$ cat src/rtl/tsg_pkg.sv
package tsg_pkg;

    typedef struct packed {
        logic rise;
        logic fall;
    } trig_edge_t;

    function automatic int cnt_width(input int n);
        return (n <= 2) ? 1 : $clog2(n);
    endfunction

endpackage

$ cat src/rtl/tsg_clkdiv.sv
module tsg_clkdiv (
    input  logic clk,
    input  logic rst,
    output logic ce
);
    logic phase_q;

    always_ff @(posedge clk) begin
        if (rst) phase_q <= 1'b0;
        else     phase_q <= ~phase_q;
    end

    assign ce = phase_q;
endmodule

$ cat src/rtl/tsg_trig_sync.sv
module tsg_trig_sync
    import tsg_pkg::*;
#(
    parameter int SYNC_STAGES = 2
) (
    input  logic       clk,
    input  logic       rst,
    input  logic       ce,
    input  logic       trig_in,
    output trig_edge_t edges
);
    localparam int DEPTH = SYNC_STAGES + 1;

    logic [DEPTH-1:0] chain_q;

    always_ff @(posedge clk) begin
        if (rst)     chain_q <= '0;
        else if (ce) chain_q <= {chain_q[DEPTH-2:0], trig_in};
    end

    assign edges.rise = chain_q[DEPTH-2] & ~chain_q[DEPTH-1];
    assign edges.fall = ~chain_q[DEPTH-2] & chain_q[DEPTH-1];
endmodule

$ cat src/rtl/tsg_frame_timer.sv
module tsg_frame_timer
    import tsg_pkg::*;
#(
    parameter int LINE_CLKS   = 1560,
    parameter int FRAME_LINES = 525,
    parameter int HD_WIDTH    = 116,
    parameter int VD_LINES    = 3
) (
    input  logic clk,
    input  logic rst,
    input  logic ce,
    input  logic free_run,
    input  logic restart,
    output logic hd,
    output logic vd,
    output logic active
);
    localparam int HW = cnt_width(LINE_CLKS);
    localparam int VW = cnt_width(FRAME_LINES);
    localparam logic [HW-1:0] H_LAST = HW'(LINE_CLKS - 1);
    localparam logic [VW-1:0] V_LAST = VW'(FRAME_LINES - 1);

    logic [HW-1:0] hcnt_q;
    logic [VW-1:0] vcnt_q;
    logic          arm_q;
    logic          running;
    logic          frame_end;

    assign running   = arm_q | free_run;
    assign frame_end = (hcnt_q == H_LAST) && (vcnt_q == V_LAST);

    always_ff @(posedge clk) begin
        if (rst) begin
            hcnt_q <= '0;
            vcnt_q <= '0;
            arm_q  <= 1'b0;
        end else if (ce) begin
            if (restart && !free_run) begin
                hcnt_q <= '0;
                vcnt_q <= '0;
                arm_q  <= 1'b1;
            end else if (running) begin
                if (hcnt_q == H_LAST) begin
                    hcnt_q <= '0;
                    if (vcnt_q == V_LAST) begin
                        vcnt_q <= '0;
                        arm_q  <= 1'b0;
                    end else begin
                        vcnt_q <= vcnt_q + 1'b1;
                    end
                end else begin
                    hcnt_q <= hcnt_q + 1'b1;
                end
            end else begin
                hcnt_q <= '0;
                vcnt_q <= '0;
            end
        end
    end

    assign hd     = running && (hcnt_q < HW'(HD_WIDTH));
    assign vd     = running && (vcnt_q < VW'(VD_LINES));
    assign active = running;

    // a restart in trigger mode opens line 0, tick 0
    a_r3_restart_opens: assert property (@(posedge clk) disable iff (rst)
        (ce && restart && !free_run) |=> (hd && vd && active));

    // the last tick of a triggered frame is followed by idle
    a_r5_frame_end_idle: assert property (@(posedge clk) disable iff (rst)
        (ce && frame_end && !restart && !free_run) |=> !active);
endmodule

$ cat src/rtl/tsg_shutter.sv
module tsg_shutter
    import tsg_pkg::*;
#(
    parameter int PULSE_TICKS = 1560
) (
    input  logic clk,
    input  logic rst,
    input  logic ce,
    input  logic fire,
    output logic active
);
    localparam int SW = cnt_width(PULSE_TICKS + 1);

    logic [SW-1:0] left_q;

    always_ff @(posedge clk) begin
        if (rst) begin
            left_q <= '0;
        end else if (ce) begin
            if (fire && left_q == '0) left_q <= SW'(PULSE_TICKS);
            else if (left_q != '0)    left_q <= left_q - 1'b1;
        end
    end

    assign active = (left_q != '0);

    // a running pulse only counts down, never reloads
    a_r9_no_reload: assert property (@(posedge clk) disable iff (rst)
        (ce && active) |=> (left_q == $past(left_q) - 1'b1));
endmodule

$ cat src/rtl/trig_sync_gen.sv
module trig_sync_gen
    import tsg_pkg::*;
#(
    parameter int LINE_CLKS   = 1560,
    parameter int FRAME_LINES = 525,
    parameter int HD_WIDTH    = 116,
    parameter int VD_LINES    = 3,
    parameter int SYNC_STAGES = 2
) (
    input  logic clk,
    input  logic rst,
    input  logic free_run,
    input  logic trig_in,
    input  logic clamp_in,
    input  logic pblk_in,
    output logic pix_ce,
    output logic hd_out,
    output logic vd_out,
    output logic shutter_out,
    output logic clamp_out,
    output logic pblk_out
);
    trig_edge_t edges;
    logic       frame_active;
    logic       fire;

    tsg_clkdiv u_div (
        .clk (clk),
        .rst (rst),
        .ce  (pix_ce)
    );

    tsg_trig_sync #(.SYNC_STAGES(SYNC_STAGES)) u_sync (
        .clk     (clk),
        .rst     (rst),
        .ce      (pix_ce),
        .trig_in (trig_in),
        .edges   (edges)
    );

    tsg_frame_timer #(
        .LINE_CLKS   (LINE_CLKS),
        .FRAME_LINES (FRAME_LINES),
        .HD_WIDTH    (HD_WIDTH),
        .VD_LINES    (VD_LINES)
    ) u_timer (
        .clk      (clk),
        .rst      (rst),
        .ce       (pix_ce),
        .free_run (free_run),
        .restart  (edges.fall),
        .hd       (hd_out),
        .vd       (vd_out),
        .active   (frame_active)
    );

    assign fire = edges.rise & ~free_run;

    tsg_shutter #(.PULSE_TICKS(LINE_CLKS)) u_shut (
        .clk    (clk),
        .rst    (rst),
        .ce     (pix_ce),
        .fire   (fire),
        .active (shutter_out)
    );

    always_comb begin
        if (free_run) begin
            clamp_out = clamp_in;
            pblk_out  = pblk_in;
        end else begin
            clamp_out = clamp_in & frame_active;
            pblk_out  = pblk_in | ~frame_active;
        end
    end

    // nothing moves on a master edge without the pixel enable
    a_r1_hold_off_tick: assert property (@(posedge clk) disable iff (rst)
        !pix_ce |=> $stable({hd_out, vd_out, shutter_out}));

    // a shutter pulse begins only from a detected rise in trigger mode
    a_r8_shutter_source: assert property (@(posedge clk) disable iff (rst)
        $rose(shutter_out) |-> (!free_run && $past(edges.rise)));
endmodule

$ cat config.mk
export PLATFORM = sky130hd
export DESIGN_NAME = trig_sync_gen
export DESIGN_NICKNAME = d
export VERILOG_FILES = /design/src/rtl/tsg_pkg.sv /design/src/rtl/tsg_clkdiv.sv /design/src/rtl/tsg_trig_sync.sv /design/src/rtl/tsg_frame_timer.sv /design/src/rtl/tsg_shutter.sv /design/src/rtl/trig_sync_gen.sv
export SDC_FILE = /design/constraint.sdc
export NUM_CORES = 1
export LEC_CHECK = 0
export BUFFER_PORTS_ARGS = -buffer_cell sky130_fd_sc_hd__buf_2
export CORE_ASPECT_RATIO = 1.4
export CORE_MARGIN = 2
export CORE_UTILIZATION = 64
export DETAILED_ROUTE_END_ITERATION = 6
export HOLD_SLACK_MARGIN = 0.05
export PLACE_DENSITY = 0.93
export REMOVE_ABC_BUFFERS = 1
export SLEW_MARGIN = 20
export SYNTH_ARGS = -nofsm -noshare
export SYNTH_HDL_FRONTEND = slang
export SYNTH_SLANG_ARGS = --single-unit
$ cat constraint.sdc
create_clock -name clk -period 4 [get_ports clk]
set_input_delay 0 -clock clk [delete_from_list [all_inputs] [get_ports clk]]
set_output_delay 0 -clock clk [all_outputs]
set_load 0.005 [all_outputs]
======== After elaboration in Yosys (flattened, before gate mapping) ========
Cells that the tools add are included.
operators by class
  multiply operators ...................... 0
  shifts and indexed selects .............. 0
  eq/ne operators ......................... 3
  $lt $le $gt $ge ......................... 2
  multiplexer cells ....................... 15
  reductions and logical operators ........ 14
  div/mod/pow operators ................... 0
  add/sub/neg operators ................... 3
  bitwise logic cells ..................... 11
operators by type and width
  operator                 number
  $mux W11                 5
  $mux W10                 4
  $add A11 B1 Y11 const B  1
  $eq A11 B11 Y1 const B   1
  $logic_not A11 Y1        1
  $lt A11 B7 Y1 const B    1
  $reduce_bool A11 Y1      1
  $sub A11 B1 Y11 const B  1
  $add A10 B1 Y10 const B  1
  $eq A10 B10 Y1 const B   1
  $lt A10 B2 Y1 const B    1
  $reduce_bool A2 Y1       4
  $mux W1                  6
  $not A1 Y1               5
  $and A1 B1 Y1            4
  $logic_and A1 B1 Y1      4
  $reduce_and A2 Y1        2
  $reduce_and A4 Y1        1
  $ne A3 B1 Y1 const B     1
  $or A1 B1 Y1             2
  $logic_not A1 Y1         1
storage, ports and cells
  memories kept ........................... 0
  output and inout port bits .............. 6
  memory bits (writable) .................. 0
  register bits after elaboration ......... 37
  bits in read-only memories .............. 0
  input bits .............................. 6
  bits in latches ......................... 0

======== Depth between registers and ports, before layout ========
Gate-level depths: netlist of the first run.
  depth in word-level cells ............... 6
  gate-level depth with buffers ........... 7
  gate-level depth less buffers ........... 7

======== Hierarchy ========
Synthesis of the first run repeated with hierarchy kept, for this count alone.
unflattened totals
  cells, all modules ...................... 235
  area, all modules ....................... 2063.2 um^2
by module, submodules not included
  module           area an instance (um^2)  seq. area each (um^2)  instances  cells each
  tsg_frame_timer  1261.2                   440.4                  1          152
  tsg_shutter      643.1                    220.2                  1          67
  tsg_trig_sync    113.9                    60.1                   1          11
  tsg_clkdiv       23.8                     20.0                   1          2
  trig_sync_gen    21.3                     0.0                    1          3

======== Worst setup path before layout of the first run ========
Ideal clock, no wire load.
  path kind ............................... register -> register
  start point ............................. register u_shut.left_q[0]
  end point ............................... register u_shut.left_q[3]
  cell stages (with the launch flop) ...... 8
  setup time .............................. 134 ps
  period minus slack after synthesis ...... 1939 ps
  path buffers ............................ 0
  data required time ...................... 3866 ps
  path slack .............................. 2061 ps
  arrival ................................. 1805 ps
  path through ............................ dfxtp_1 > inv_1 > ha_1 > or4b_4 > o41ai_4 > nor4_2 > nor3_1 > a211oi_1
between the ends
  word-level cells in the longest chain between the ends .. 4
  elaborated cells on any way between the ends .. 8
  classes of those cells .................. 1 x add/sub; 2 x mux; 5 x reduce/logical
RTL lines
  element                                                                  line               source
  start, declared                                                          tsg_shutter.sv:14  logic [SW-1:0] left_q;
  start signal, assigned                                                   tsg_shutter.sv:20  if (fire && left_q == '0) left_q <= SW'(PULSE_TICKS);
  start signal, assigned                                                   tsg_shutter.sv:21  else if (left_q != '0) left_q <= left_q - 1'b1;
  parallel branches: the longest is 4 deep, another holds $sub A11 B1 Y11  --
Parallel ways; which one is timed is not known. The select of a mux whose other input is x is not followed.
A chain may end at the register's enable or synchronous reset.

======== Final worst setup path of the first run ========
Ends and elaborated chain as after synthesis.

==> metrics.cfg, run 1 <==
[run_status]
outcome = finished clean

[min_path]
hold_end = u_timer.arm_q$_SDFFE_PP0P_
min_path_type = primary input to flop
worst_hold_startpoint = free_run
whs_path_depth = 4

[logic_synthesis]
ys_warn_count = 0
synth_fa_ha_area_share_pct = 3.21
synthFlopType = dfxtp_1
syn_inst = 219
synth_mux_area_share_pct = 2.63
synth_top_family_by_area = simple AND/OR/NAND/NOR gates
synth-simple-area-share_pct = 31.2
synth_edf_count = 0
ys_async_sr_fraction_pct = 0
syn_area_um2 = 1950
synth-seq-cells = 37
syn_area_per_cell_um2 = 8.89
synth_compound_area_share_pct = 13.6
ys_types = 51
yosysSeqAreaShare_pct = 38.0
synthXorXnorAreaFrac_pct = 8.10

[cells_and_area]
nNetsFinal = 243
syn_to_final_growth_pct = 9.13
stdcell_area_um2 = 2120
fin_cells = 270
layout.cells.most_common = dfxtp_1
n_fill_cell = 204
mostFrequentLayoutCells = dfxtp_1 (37), nor2_1 (29), nor3_1 (17)
antennaDiodeCount = 0
drive_above_1_share_pct = 14.2

[drt]
drc = 0
vias = 1742
drt_first_pass_iters = 4
ant_nets = 0
wl_per_cell_um = 15.7
drt_iter0_markers = 78
vias_per_cell = 6.45
drt_wl_total_um = 4230

[run]
cap_violations = 0

[timing]
finClkSkew_ns = 0.00642
tightest_slew_ns = 0.556
hold_violations = 0
slew_headroom_pct = 62.8
rsz0062_at_grt = false
setup_viol = 0
min_period_ns = 2.24
setup_ws_ns = 1.76
fmax_mhz = 447
period_share_pct = 55.9
slew_viol_final = 0
fin_setup_tns_ns = 0

[floorplanning]
num_rows = 23
die_x_um = 50.6
ios = 12
die_h_um = 69.3
initial_utilization_pct = 67.7
design.die.area_um2 = 3510
core_area_um2 = 2880

[clocking]
cts_num_sinks = 37
path_clk_slew_ns = 0.07
postCtsSetupBuffers = 0
cts_root_buffer = clkbuf_8
cts_resized = 0
cts_tree = yes
h-tree-depth = 2
ctsHoldBuffers = 1
clk_latency_ns = 0.29
numCtsBuffers = 5
clk_path_buf_depth = 2

[power_and_ir_drop]
ir_drop_mv = 0.542
p_leak_nw = 0.823
p_total_w = 0.00126
p_per_area_nw_per_um2 = 594

[global_route]
grt_pass1_wl_um = 7270
antenna_found_initial = 0
first_global_vias = 1685
track_usage_pct = 26.5
grt-ovfl-total = 0
grt_max_degree = 29

[critical_path]
crit_type = flop to flop
cp_max_fo = 8
cp.arrival_ns = 2.39
critPathRequiredTime_ns = 4.15
cp-start-kind = flop
r2r-start = u_shut.left_q[0]$_SDFFE_PP0P_
worstSetupEndpointType = flop
worst_r2r_path_depth = 7
r2r_end = u_shut.left_q[3]$_SDFFE_PP0P_
r2r_setup_slack_ns = 1.76

[placed_design]
pre_cts_ws_ns = 1.88
gp_congestion = 0.886
placed_cells = 261
dpl-instance-area_um2 = 2030
place_hpwl_um = 2830
port-buffer-count = 11

-- final cells by class --
class | count | area [um2] | share of cell area [%]
Clock buffer | 6 | 72.6 | 3.42
Clock inverter | 2 | 10.0 | 0.471
Inverter | 8 | 30.0 | 1.41
Multi-Input combinational cell | 166 | 1140 | 53.9
Sequential cell | 37 | 741 | 34.9
Tap cell | 37 | 46.3 | 2.18
Timing Repair Buffer | 14 | 80.1 | 3.77
-- synth_stat cells (2+ instances only) --
| library cell | n | share of area, % |
|---|---|---|
| or4_1 | 3 | 1.2 |
| ha_1 | 5 | 3.2 |
| inv_1 | 8 | 1.5 |
| mux2i_1 | 4 | 2.1 |
| nand2_1 | 5 | 0.96 |
| nor2_1 | 29 | 5.6 |
| nand2b_1 | 3 | 0.96 |
| buf_1 | 2 | 0.39 |
| clkbuf_1 | 5 | 0.96 |
| and4_1 | 3 | 1.3 |
| o21ai_0 | 5 | 1.3 |
| nand3_1 | 7 | 1.8 |
| nor4b_1 | 3 | 1.3 |
| xor2_1 | 14 | 6.3 |
| o2111ai_1 | 3 | 1.3 |
| nor2b_1 | 2 | 0.64 |
| a311oi_1 | 2 | 0.90 |
| a21oi_1 | 10 | 2.6 |
| or3_2 | 2 | 0.77 |
| o211ai_1 | 4 | 1.5 |
| xnor2_1 | 4 | 1.8 |
| a41oi_1 | 2 | 0.90 |
| nand4_1 | 5 | 1.6 |
| nor3_1 | 17 | 4.4 |
| or2_2 | 2 | 0.64 |
| and3_1 | 6 | 1.9 |
| a211oi_1 | 2 | 0.77 |
| dfxtp_1 | 37 | 38 |
| nor4_1 | 3 | 0.96 |
-- per-layer routing --
metal	vias up	part of all wire, %	track usage (%)
met5	-	0	0
met4	0	2.7	12.6
met3	15	4.4	6.25
met2	54	52	46.2
met1	832	41	29.5
li1	841	-	-
-- worst max-delay path by stage --
stage | to | startpoint
global placement | u_timer.hcnt_q[5]$_SDFFE_PP0P_ | u_timer.hcnt_q[9]$_SDFFE_PP0P_
global route | u_shut.left_q[3]$_SDFFE_PP0P_ | u_shut.left_q[0]$_SDFFE_PP0P_
detailed placement | u_shut.left_q[4]$_SDFFE_PP0P_ | u_shut.left_q[0]$_SDFFE_PP0P_
floorplan | u_shut.left_q[10]$_SDFFE_PP0P_ | u_div.ce$_SDFF_PP0_
CTS | u_shut.left_q[3]$_SDFFE_PP0P_ | u_shut.left_q[0]$_SDFFE_PP0P_
finish | u_shut.left_q[3]$_SDFFE_PP0P_ | u_shut.left_q[0]$_SDFFE_PP0P_
-- stage by stage --
step | util, % | hold slack (ns)
finish | 73.8 | 0.0657
global route | 73.8 | 0.148
CTS | 73.8 | 0.0638
detailed placement | 70.6 | 0.241
global placement | 70.6 | 0.232
floorplan | - | 0.0691
-- cell families (layout without fill, tap and decap cells) --
family / count (synthesis) / in the layout
compound gates: 35 / 35
xor+xnor: 18 / 18
fa+ha+maj: 5 / 5
buf+inv: 16 / 30
flops: 37 / 37
mux: 5 / 5
simple gates: 103 / 103
-- flip-flops by register name (all words and copies together) (netlist names) --
name            flops
u_shut.left_q      11
u_timer.hcnt_q     11
u_timer.vcnt_q     10
u_sync.chain_q      3
u_div.ce            1
u_timer.arm_q       1
-- power by group --
part	internal, W	switching [W]
registers	0.000423	0.0000668
clock network	0.000121	0.000129
logic	0.000227	0.000296
-- worst max-delay path, stage by stage (launching register included) --
cell      delay (ns)
dfxtp_1         0.33
inv_1           0.12
ha_1            0.17
or4b_4          0.51
o41ai_4         0.57
nor4_2          0.10
nor3_1          0.21
a211oi_1        0.09
Note: power is estimated with default switching activity, not from simulation.
==> run 2, diff against run 1 <==
CORE_UTILIZATION = 59   (was 64)
PLACE_DENSITY = 0.88   (was 0.93)
clock period = 2.23 ns   (was 4 ns; I/O delays follow)
==> run 2 against run 1 <==
Against the previous run: power up 80%; clock power up 90%; clock skew down 0.00055 ns; wire length down 6.3%; sequential share of layout area down 0.68 points; non-clock buffer count up 4; first-iteration DRC count down 38%; die area up 7.9%; register-to-register slack worse by 1.6 ns; largest cell class unchanged; largest power group unchanged.
==> metrics.cfg, run 2 (synthesis gave the netlist of run 1 again) <==
[run_status]
outcome = finished clean

[timing]
slew_viol_final = 0  ; unchanged
worst_hold_slack_ns = 0.0975  ; +0.0317 ns
setup_ws_ns = 0.174  ; -1.59 ns
period_share_pct = 92.2  ; +36 points
tightest_slew_ns = 0.570  ; +0.0145 ns
slew_headroom_pct = 61.4  ; -1.4 points
rsz0062_at_grt = false
finClkSkew_ns = 0.00587  ; -0.000554 ns
fmax_mhz = 486  ; +8.8%
hold_violations = 0  ; unchanged
fin_setup_tns_ns = 0  ; unchanged
min_period_ns = 2.06  ; -0.182 ns
setup_viol = 0  ; unchanged

[power_and_ir_drop]
p_leak_nw = 0.845  ; +2.6%
netSwitchingPower_w = 0.000866  ; +76%
p_per_area_nw_per_um2 = 1050  ; +77%
p_sw_share_pct = 38.0  ; -0.97 points
intPower_w = 0.00141  ; +83%
pwr-share-seq_pct = 38.1  ; -0.7 points
clock_power_share_pct = 20.7  ; +0.9 points
pwr-share-comb_pct = 41.2  ; -0.3 points
ir_drop_mv = 0.902  ; +67%

[floorplanning]
die_x_um = 52.6  ; +3.8%
die_h_um = 72.0  ; +3.9%
design.die.area_um2 = 3780  ; +7.9%
num_rows = 24  ; +4.3%
initial_utilization_pct = 62.3  ; -5.3 points
core_area_um2 = 3120  ; +8.5%
ios = 12  ; unchanged

[drt]
vias = 1676  ; -3.8%
vias_per_cell = 6.09  ; -5.5%
drt_iter0_markers = 48  ; -38%
wl_per_cell_um = 14.4  ; -8.0%
drt_wl_total_um = 3970  ; -6.3%
ant_nets = 0  ; unchanged
drt_first_pass_iters = 6  ; +2
drc = 0  ; unchanged

[placed_design]
gp_congestion = 0.828  ; -6.5%
pre_cts_ws_ns = 0.154  ; -1.73 ns
dpl-instance-area_um2 = 2060  ; +1.6%
place_hpwl_um = 2850  ; +0.73%
port-buffer-count = 11  ; unchanged

[clocking]
h-tree-depth = 2  ; unchanged
clk_path_buf_depth = 2  ; unchanged
clk_latency_ns = 0.29  ; about the same
cts_tree = yes
cts_num_sinks = 37  ; unchanged
cts_root_buffer = clkbuf_8
postCtsSetupBuffers = 0  ; unchanged
path_clk_slew_ns = 0.07  ; about the same
numCtsBuffers = 5  ; unchanged

[cells_and_area]
utilization_pct = 69.4  ; -4.4 points
drive_above_1_share_pct = 15.7  ; +1.5 points
stdcell_area_um2 = 2170  ; +2.0%
largestRegisters = u_shut.left_q: 11 flops, u_timer.hcnt_q: 11 flops, u_timer.vcnt_q: 10 flops
layout.cells.most_common = dfxtp_1
antennaDiodeCount = 0  ; unchanged
nNetsFinal = 247  ; +1.6%
mostFrequentLayoutCells = dfxtp_1 (37), nor2_1 (29), nor3_1 (17)
syn_to_final_growth_pct = 11.3

[global_route]
grt-ovfl-total = 0  ; unchanged
grt_max_degree = 28  ; -3.4%
track_usage_pct = 24.1  ; -2.5 points
first_global_vias = 1606  ; -4.7%
grt_pass1_wl_um = 6830  ; -6.0%
antenna_found_initial = 0  ; unchanged

[critical_path]
critPathMaxStageDelay_ns = 0.66  ; +0.09 ns
cp_max_fo = 4  ; -4
path_cells = inv_1, ha_1, or4b_2, nor3_1, mux2_2, nor2_1
cp-start-kind = flop
r2r_setup_slack_ns = 0.17  ; -1.59 ns
critPathRequiredTime_ns = 2.45  ; -1.70 ns
r2r-start = u_shut.left_q[0]$_SDFFE_PP0P_
r2r_end = u_shut.left_q[10]$_SDFFE_PP0P_
worstSetupEndpointType = flop
slowest_stage = or4b_2
cp.arrival_ns = 2.28  ; -0.11 ns
worst_r2r_path_depth = 6  ; -1
crit_type = flop to flop

[run]
cap_violations = 0  ; unchanged

[min_path]
min_path_type = primary input to flop
hold_end = u_timer.arm_q$_SDFFE_PP0P_
worst_hold_startpoint = free_run
whs_path_depth = 4  ; unchanged

[run 2: through the flow]
stage / instances / total power, W
2_1_floorplan: 211 / 0.00158
3_3_place_gp: 267 / 0.00175
3_5_place_dp: 267 / 0.00180
4_1_cts: 275 / 0.00227
5_1_grt: 275 / 0.00242
6_report: 275 / 0.00228
[run 2: worst max path at each step]
| stage | start | to | slack (ns) | cells past startpoint |
|---|---|---|---|---|
| floorplan | u_div.ce$_SDFF_PP0_ | u_shut.left_q[10]$_SDFFE_PP0P_ | 0.06 | 5 |
| global placement | u_shut.left_q[0]$_SDFFE_PP0P_ | u_shut.left_q[3]$_SDFFE_PP0P_ | 0.19 | 7 |
| detailed placement | u_shut.left_q[0]$_SDFFE_PP0P_ | u_shut.left_q[3]$_SDFFE_PP0P_ | 0.15 | 7 |
| CTS | u_shut.left_q[0]$_SDFFE_PP0P_ | u_shut.left_q[3]$_SDFFE_PP0P_ | 0.14 | 7 |
| global route | u_shut.left_q[0]$_SDFFE_PP0P_ | u_shut.left_q[8]$_SDFFE_PP0P_ | 0.09 | 7 |
| finish | u_shut.left_q[0]$_SDFFE_PP0P_ | u_shut.left_q[10]$_SDFFE_PP0P_ | 0.17 | 6 |
[run 2: area by class of cell]
type	instances	area (um2)
Multi-Input combinational cell	166	1150
Fill cell	254	956
Sequential cell	37	741
Timing Repair Buffer	18	110
Clock buffer	7	86.3
Tap cell	39	48.8
Inverter	8	30.0
[run 2: timing repair]
item / 4_1_cts / 5_1_grt
resized for setup: 0 / 1
hold buffers: 1 / 0
endpoints found under the setup margin: 0 / 2
endpoints found under the hold margin: 1 / 0
[run 2: critical path, delay by kind of cell, from the launching register on]
family,cells,cell delay [ns]
simple gates,3,0.98
mux,1,0.37
flops,1,0.33
fa+ha+maj,1,0.20
buf+inv,1,0.12
[run 2: layer usage]
layer / GRT usage [%] / routed length (um)
met5: 0 / 0
met4: 11.7 / 76
met3: 5.97 / 113
met2: 41.3 / 2040
met1: 27.2 / 1730
[run 2: power by group through the flow]
stage	Combinational (W)	Sequential [W]	Clock, W
floorplan	0.000725	0.000858	0
global placement	0.000879	0.000871	0
detailed placement	0.000921	0.000880	0
CTS	0.000924	0.000864	0.000485
global route	0.00104	0.000879	0.000504
finish	0.000938	0.000868	0.000472
==> run 3, diff against run 2 <==
PLACE_DENSITY = 0.78   (was 0.88)
==> run 3 against run 2 <==
Against the previous run: non-clock buffer count unchanged; via count grew 3.9%; worst setup slack got worse by 0.050 ns; core utilization increased by 1.5 points; wire length up 11%; critical path type unchanged.
==> metrics.cfg, run 3 (synthesis gave the netlist of run 1 again) <==
[run_status]
outcome = finished clean

[critical_path]
cp-start-kind = flop
worstSetupEndpointType = flop
cp_max_fo = 4  ; unchanged
cp.arrival_ns = 2.29  ; about the same
crit_type = flop to flop
critPathRequiredTime_ns = 2.41  ; -0.04 ns

[placed_design]
dpl-instance-area_um2 = 2060  ; unchanged
place_hpwl_um = 3040  ; +6.5%
gp_congestion = 0.865  ; +4.5%
port-buffer-count = 11  ; unchanged

[global_route]
antenna_found_initial = 0  ; unchanged
grt-ovfl-total = 0  ; unchanged
grt_max_degree = 28  ; unchanged
grt_pass1_wl_um = 7200  ; +5.3%
first_global_vias = 1723  ; +7.3%
track_usage_pct = 25.4  ; +1.3 points

[timing]
min_period_ns = 2.11  ; +0.0498 ns
slew_headroom_pct = 48.5  ; -13 points
finClkSkew_ns = 0.0105  ; +0.00462 ns
fmax_mhz = 475  ; -2.4%
period_share_pct = 94.4  ; +2.2 points
slew_viol_final = 0  ; unchanged
setup_viol = 0  ; unchanged
tightest_slew_ns = 0.762  ; +0.192 ns
hold_violations = 0  ; unchanged

[drt]
ant_nets = 0  ; unchanged
vias_per_cell = 6.31  ; +3.6%
drt_iter0_markers = 55  ; +15%
drt_first_pass_iters = 4  ; -2
drt_wl_total_um = 4410  ; +11%
vias = 1742  ; +3.9%
drc = 0  ; unchanged
wl_per_cell_um = 16.0  ; +11%

[cells_and_area]
antennaDiodeCount = 0  ; unchanged
largestRegisters = u_shut.left_q: 11 flops, u_timer.hcnt_q: 11 flops, u_timer.vcnt_q: 10 flops
layout.cells.most_common = dfxtp_1
mostFrequentLayoutCells = dfxtp_1 (37), nor2_1 (29), nor3_1 (17)
regArea_um2 = 741  ; unchanged
syn_to_final_growth_pct = 13.8
stdcell_area_um2 = 2210  ; +2.2%
n_fill_cell = 263  ; +3.5%
drive_above_1_share_pct = 16.5  ; +0.78 points
nNetsFinal = 247  ; unchanged
multi_input_area_um2 = 1150  ; unchanged

[floorplanning]
core_area_um2 = 3120  ; unchanged
num_rows = 24  ; unchanged
ios = 12  ; unchanged
die_x_um = 52.6  ; unchanged
design.die.area_um2 = 3780  ; unchanged
initial_utilization_pct = 62.3  ; unchanged
die_h_um = 72.0  ; unchanged

[clocking]
cts_root_buffer = clkbuf_8
clk_latency_ns = 0.30  ; about the same
cts_num_sinks = 37  ; unchanged
clk_path_buf_depth = 2  ; unchanged
cts_tree = yes
numCtsBuffers = 5  ; unchanged
h-tree-depth = 2  ; unchanged
path_clk_slew_ns = 0.08  ; about the same

[power_and_ir_drop]
ir_drop_mv = 0.795  ; -12%
p_leak_nw = 0.869  ; +2.8%
p_per_area_nw_per_um2 = 1140  ; +8.6%
p_total_w = 0.00253  ; +11%

[run]
cap_violations = 0  ; unchanged

[min_path]
min_path_type = primary input to flop

==> run 3: final cells by class <==
cell class	count	area share, %
sequential	37	33.4
clock inverter	3	2.94
clock buffer	5	3.11
timing repair buffer	18	4.97
multi-input combinational	166	52.0
inverter	8	1.36
tap	39	2.20
==> run 3: per-stage QoR <==
step | instances | setup TNS (ns) | utilization, % | setup slack [ns] | hold slack (ns)
6_report | 276 | 0 | 70.9 | 0.125 | 0.113
5_1_grt | 276 | -0.0122 | 70.9 | -0.0122 | 0.144
4_1_cts | 276 | 0 | 70.7 | 0.0962 | 0.0861
3_5_place_dp | 267 | 0 | 66.1 | 0.118 | 0.251
3_3_place_gp | 267 | 0 | 66.1 | 0.206 | 0.238
2_1_floorplan | 211 | 0 | - | 0.0642 | 0.0691
==> run 3: layer usage <==
layer	track usage, %	wire, um	up-vias
li1	-	-	844
met1	26.0	1750	831
met2	45.1	2340	53
met3	5.76	172	14
met4	15.7	141	0
met5	0	0	-
==> run 3: path summary, 6_finish.rpt <==
path | from | to | slack, ns | depth (start not counted)
setup / recovery | u_shut.left_q[0]$_SDFFE_PP0P_ | u_shut.left_q[8]$_SDFFE_PP0P_ | 0.12 | 7
hold / removal | free_run | u_timer.arm_q$_SDFFE_PP0P_ | 0.11 | 4
setup reg to reg | u_shut.left_q[0]$_SDFFE_PP0P_ | u_shut.left_q[8]$_SDFFE_PP0P_ | 0.12 | 7
hold reg to reg | u_shut.left_q[0]$_SDFFE_PP0P_ | u_shut.left_q[0]$_SDFFE_PP0P_ | 0.49 | 2
==> run 3: critical path, stage by stage (launching register included) <==
cell and delay, ns:
dfxtp_1 0.33, inv_1 0.12, ha_1 0.20, or4b_2 0.67, a311oi_2 0.30, nand2_1 0.13
xor2_1 0.18, nor2_1 0.06
==> run 3: power breakdown <==
group          switching [W]  internal, W  total [W]
clock               0.000246     0.000444   0.000690
sequential          0.000116     0.000758   0.000873
combinational       0.000552     0.000411   0.000963
total               0.000913      0.00161    0.00253
==> run 3: timing repair <==
item | CTS | global route
gates resized for setup | 0 | 1
endpoints found under the setup margin | 0 | 5
hold buffers | 1 | 0
hold endpoints to repair | 1 | 0
setup buffers | 0 | 0
